$ cat src/rtl/scan_dir_pkg.sv
package scan_dir_pkg;
  typedef enum logic {
    DIR_FWD = 1'b0,
    DIR_REV = 1'b1
  } scan_dir_e;

  function automatic int unsigned gap_cnt_width(input int unsigned cycles);
    return (cycles < 2) ? 1 : $clog2(cycles + 1);
  endfunction
endpackage

$ cat src/rtl/sds_strobe_latch.sv
module sds_strobe_latch
  import scan_dir_pkg::*;
(
  input  logic      clk,
  input  logic      rst,
  input  logic      sel_in,
  input  logic      strobe_in,
  output scan_dir_e eff_dir
);
  logic strobe_q;
  logic cap_flag;
  logic strobe_rise;

  // Previous strobe level; follows the input during reset too.
  always_ff @(posedge clk) begin
    strobe_q <= strobe_in;
  end

  assign strobe_rise = strobe_in & ~strobe_q;

  always_ff @(posedge clk) begin
    if (rst) begin
      cap_flag <= 1'b0;
    end else if (strobe_rise) begin
      cap_flag <= sel_in;
    end
  end

  // Raw reverse request wins at once; forward needs a captured low.
  assign eff_dir = scan_dir_e'(sel_in | cap_flag);
endmodule

$ cat src/rtl/sds_gap_timer.sv
module sds_gap_timer
  import scan_dir_pkg::*;
#(
  parameter int unsigned DEAD_CYC = 125
) (
  input  logic      clk,
  input  logic      rst,
  input  scan_dir_e want_dir,
  output logic      en_fwd,
  output logic      en_rev,
  output logic      dir_out
);
  localparam int unsigned CW = gap_cnt_width(DEAD_CYC);
  localparam logic [CW-1:0] LOAD = CW'(DEAD_CYC);

  scan_dir_e     held_dir, held_dir_n;
  logic [CW-1:0] gap_cnt, gap_cnt_n;

  always_comb begin
    held_dir_n = held_dir;
    gap_cnt_n  = gap_cnt;
    if (want_dir != held_dir) begin
      held_dir_n = want_dir;
      gap_cnt_n  = LOAD;
    end else if (gap_cnt != '0) begin
      gap_cnt_n  = gap_cnt - 1'b1;
    end
  end

  always_ff @(posedge clk) begin
    if (rst) begin
      held_dir <= DIR_FWD;
      gap_cnt  <= '0;
      en_fwd   <= 1'b1;
      en_rev   <= 1'b0;
      dir_out  <= 1'b0;
    end else begin
      held_dir <= held_dir_n;
      gap_cnt  <= gap_cnt_n;
      en_fwd   <= (gap_cnt_n == '0) && (held_dir_n == DIR_FWD);
      en_rev   <= (gap_cnt_n == '0) && (held_dir_n == DIR_REV);
      dir_out  <= (held_dir_n == DIR_REV);
    end
  end
endmodule

$ cat src/rtl/scan_dir_select.sv
module scan_dir_select
  import scan_dir_pkg::*;
#(
  parameter int unsigned DEAD_CYC = 125
) (
  input  logic clk,
  input  logic rst,
  input  logic scan_sel,
  input  logic frame_strobe,
  output logic drive_fwd,
  output logic drive_rev,
  output logic scan_dir
);
  scan_dir_e eff_dir;

  sds_strobe_latch u_latch (
    .clk       (clk),
    .rst       (rst),
    .sel_in    (scan_sel),
    .strobe_in (frame_strobe),
    .eff_dir   (eff_dir)
  );

  sds_gap_timer #(
    .DEAD_CYC (DEAD_CYC)
  ) u_gap (
    .clk      (clk),
    .rst      (rst),
    .want_dir (eff_dir),
    .en_fwd   (drive_fwd),
    .en_rev   (drive_rev),
    .dir_out  (scan_dir)
  );
endmodule

$ cat config.mk
export PLATFORM = sky130hd
export DESIGN_NAME = scan_dir_select
export DESIGN_NICKNAME = d
export VERILOG_FILES = /design/src/rtl/scan_dir_pkg.sv /design/src/rtl/sds_strobe_latch.sv /design/src/rtl/sds_gap_timer.sv /design/src/rtl/scan_dir_select.sv
export SDC_FILE = /design/constraint.sdc
export NUM_CORES = 1
export LEC_CHECK = 0
export BUFFER_PORTS_ARGS = -buffer_cell sky130_fd_sc_hd__buf_4
export CORE_AREA = 2 2 39 41
export CTS_CLUSTER_DIAMETER = 200
export CTS_CLUSTER_SIZE = 14
export DETAILED_ROUTE_END_ITERATION = 8
export DIE_AREA = 0 0 41 43
export PLACE_DENSITY = 0.7
export SETUP_SLACK_MARGIN = 0.4
export SYNTH_ARGS = -nofsm -noshare
export SYNTH_HDL_FRONTEND = slang
export SYNTH_SLANG_ARGS = --single-unit
export TNS_END_PERCENT = 30
$ cat constraint.sdc
create_clock -name clk -period 4.3 [get_ports clk]
set_input_delay 0.86 -clock clk [delete_from_list [all_inputs] [get_ports clk]]
set_output_delay 0.86 -clock clk [all_outputs]
set_load 0.1 [all_outputs]
# Word level (Yosys, flattened, before mapping)
# Index checks and enable logic that the tools add are counted.
# totals
output_inout_bits	3
register_bits	12
inputBits	4
# classes
addsub	1
n_bitwise	4
n_eq_ne	1
muxes	3
n_reduce_logical	4
# op_table
op	count
7-bit 2-to-1 mux	2
7-bit zero test	1
7-bit nonzero test	1
7-bit by 1-bit subtractor with 7-bit output (second input constant)	1
1-bit logical AND	2
1-bit NOT	2
1-bit bitwise AND	1
1-bit 2-to-1 mux	1
1-bit != test	1
1-bit OR	1

# Longest topological paths before layout
# logic_depth
ltp_word	5
depth_mapped	6

# Modules after synthesis
# A second synthesis with hierarchy kept.
# unflattened
cells_unflattened	69
area_unflattened_um2	651.9
# modules_own_cells
mod	cells_per_inst	seq_area_each_um2	area_per_inst_um2	instances
sds_gap_timer	62	200.2	571.8	1
sds_strobe_latch	7	40.0	80.1	1

# Least setup slack after synthesis
# No wires, ideal clock.
# synth_path
kind	input-to-reg
startpoint	in scan_sel
endpoint	reg u_gap.gap_cnt[1]
cell_stages	4
setup_slack_ps	2343
required_time_ps	4197
arrival_time_ps	1854
path_cell_list	or2_2 ha_1 inv_1 a2111oi_2
# synth_via
elab_chain_len	3
# synth_rtl
element	line_no	source
start, declared	scan_dir_select.sv:8	input logic scan_sel,
1-bit OR	sds_strobe_latch.sv:30	assign eff_dir = scan_dir_e'(sel_in | cap_flag);
1-bit != test	sds_gap_timer.sv:22	if (want_dir != held_dir) begin
7-bit 2-to-1 mux	sds_gap_timer.sv:22	
end signal, assigned	sds_gap_timer.sv:39	gap_cnt <= gap_cnt_n;
end, declared	sds_gap_timer.sv:17	logic [CW-1:0] gap_cnt, gap_cnt_n;
# Every way passes these cells.
# A chain may end at the register's enable or synchronous reset.

# Worst setup path in the final report
# Ends and elaborated chain as after synthesis.

==> impl_metrics.csv <==
group,metric,value,unit
outcome,status,"completed",
timing,setup_tns,0,ns
clock_tree,root_buffer,"clkbuf_4",
timing,finClkSkew,0.00574,ns
cells_and_area,area_growth,15.5,%
logic_synthesis,ys_ff_latch,12,
global_routing,grt_pass1_vias,442,
clock_tree,clk_latency,0.27,ns
die,die_area,1760,sq um
clock_tree,cts-resized-gates,0,
logic_synthesis,synthFlopType,"dfxtp_1",
critical_path,crit-reg2reg-launch,"u_gap.gap_cnt[0]",
critical_path,worstPathRequired,4.47,ns
pwr,share_comb_of_total_power,0.302,
timing,timing.final.hold_violations,0,
pwr,clock_power_share,0.274,
pwr,swShare,0.347,
timing,rsz0062_at_grt,"false",
logic_synthesis,avgSynthCellArea,9.55,sq um
pwr,vdd_drop_max,0.219,mV
flow_run,cap_violations,0,
critical_path,critPathKind,"in2reg",
timing,relSlewSlack,0.807,
pwr,p_seq_frac,0.424,
logic_synthesis,synth-edff-count,0,
worst_hold_path,whs_path_depth,2,
placed_design,numPortBuffers,6,
timing,worst_slew_pin_slew,0.289,ns
global_routing,grt_overflow,0,
critical_path,timing.rr.end,"u_gap.en_fwd",
logic_synthesis,synth_area_leaders,"dfxtp_1, ha_1, nor2_1",
pwr,intPower,216,uW
cells_and_area,final_nets,84,
drt,ant_nets,0,
global_routing,grt_first_pass_wirelength,1.81,mm
critical_path,critPathArrivalTime,2.07,ns
logic_synthesis,synth_top_area_frac,0.381,
critical_path,reg2reg_slack,2.68,ns
die,coreArea,1380,sq um
worst_hold_path,min_to,"u_latch.cap_flag",
pwr,p_leak,0.315,nW
timing,drv_slew,0,
die,chipWidth,41,um
logic_synthesis,ys_warn_count,0,
logic_synthesis,syn-cell-area,631,sq um
cells_and_area,drive_gt1_frac,0.267,
logic_synthesis,synthDistinctLibCells,29,
placed_design,gp_congestion,0.739,
logic_synthesis,netlist_top_cells_count,"dfxtp_1, nor2_1, inv_1, nand2_1",
worst_hold_path,hold_start,"u_latch.cap_flag",
global_routing,grt_max_degree,12,
die,pin_count,7,
drt,vias_per_cell,5.18,
die,rows,14,
clock_tree,hold_buffers,0,
timing,period_minus_slack,1.90,ns
critical_path,startpoint,"scan_sel",
logic_synthesis,async_reset_ff_frac,0,
drt,wl_per_cell,11.8,um
clock_tree,postCtsSetupRepairBufs,0,
drt,firstDrtPassIters,4,
clock_tree,cts.sink_count,12,
placed_design,dp.cells,87,
pwr,finalPower,331,uW
logic_synthesis,ys_seq_area_frac,0.381,
critical_path,critPathMaxFanout,7,
die,start_util,0.456,
clock_tree,clockBufferDepth,2,
timing,fin_hold_ws,0.500,ns
clock_tree,cts_tree,"done",
global_routing,antenna_found_initial,0,
drt,post-route-drc-count,0,
cells_and_area,post-route-util,0.526,
drt,drt-total-wl,1.08,mm
cells_and_area,fin_cells,91,
global_routing,gr-usage-all-layers,0.154,
drt,vias,471,
worst_hold_path,hold_path.class,"reg2reg",
timing,setup_violations,0,
timing,fmax,0.527,GHz
die,die_h,43,um
placed_design,dpl.hpwl,800,um
critical_path,crit_path_end_kind,"flop",
logic_synthesis,syn_nets,74,
critical_path,rr_worst_depth,6,
timing,timing.final.crit_share,0.441,
logic_synthesis,yosysTopAreaCell,"dfxtp_1",
logic_synthesis,yosysMostFrequentCell,"dfxtp_1",
pwr,p_sw,115,uW
clock_tree,cts-htree-levels,1,
cells_and_area,antenna_cells,0,
logic_synthesis,netlist_instances,66,
drt,drt-initial-drc-count,9,
critical_path,critPathLaunchType,"input port",
pwr,p_per_area,454,nW/um^2
clock_tree,numCtsBuffers,3,
clock_tree,clk_pin_slew_worst_paths,0.08,ns
## stage by stage
step,setup WS (ns),instance area [sq um]
2_1_floorplan,2.34,631
3_3_place_gp,2.13,692
3_5_place_dp,2.12,692
4_1_cts,2.40,728
5_1_grt,2.35,728
6_report,2.40,728
## how the worst max path moves through the flow
stage | endpoint | depth (start not counted)
finish | u_gap.gap_cnt[1] | 5
global route | u_gap.gap_cnt[1] | 5
CTS | u_gap.gap_cnt[1] | 5
detailed placement | u_gap.gap_cnt[1] | 5
global placement | u_gap.gap_cnt[1] | 5
floorplan | u_gap.gap_cnt[1] | 4
## cells by family after synthesis
group | Yosys count | share of synthesized area
and+or+nand+nor | 27 | 0.278
AOI/OAI and AO/OA | 12 | 0.155
DFF | 12 | 0.381
buffers and inverters | 6 | 0.0357
xor gates and xnor gates | 4 | 0.0556
adders and majority gates | 4 | 0.0794
muxes | 1 | 0.0159
## cell usage in the layout, fill, tap and decap left out, drive strengths merged
cell type,synthesis,final
dfxtp,12,12
nor2b,2,2
clkbuf,1,4
a311oi,1,1
and4b,1,1
a31oi,1,1
inv,5,5
o31ai,1,1
a21bo,1,1
buf,0,6
a21oi,4,4
nand2,5,5
or2,2,2
ha,4,4
a2111oi,1,1
a2bb2oi,1,1
xor2,3,3
nor2,10,10
o21ai,2,2
nor3,1,1
nor4,1,1
nor3b,1,1
xnor2,1,1
mux2i,1,1
nand3,4,4
## flip-flops by register name, summed over array words and instances (netlist names)
name	count
u_gap.en_fwd	1
u_latch.strobe_q	1
u_gap.gap_cnt	7
u_gap.en_rev	1
u_latch.cap_flag	1
u_gap.dir_out	1
## metal layers
| metal | share of wire | global-route usage | vias to the layer above |
|---|---|---|---|
| met4 | 0 | 0.0800 | 0 |
| met2 | 0.47 | 0.213 | 6 |
| met3 | 0.033 | 0.0628 | 0 |
| met1 | 0.50 | 0.199 | 220 |
| met5 | 0 | 0 | - |
| li1 | - | - | 245 |
## worst max-delay path: stages
cell and delay, ns:
buf_4 0.11, or2_2 0.28, ha_1 0.42, inv_1 0.12, a2111oi_2 0.28
## power by group through the flow
stage / sequential [mW] / combinational, mW / clock [mW]
global placement: 0.143 / 0.0981 / 0
CTS: 0.140 / 0.101 / 0.0931
detailed placement: 0.143 / 0.100 / 0
floorplan: 0.151 / 0.0716 / 0
finish: 0.140 / 0.100 / 0.0907
global route: 0.143 / 0.110 / 0.0973
## layout make-up
class                      instances  area (sq um)
fill                             135           656
sequential                        12           240
multi-input combinational         48           368
timing repair buffer               6          45.0
tap                               16          20.0
inverter                           5          18.8
clock buffer                       4          36.3
No activity file was read; power rests on OpenSTA's default activity.
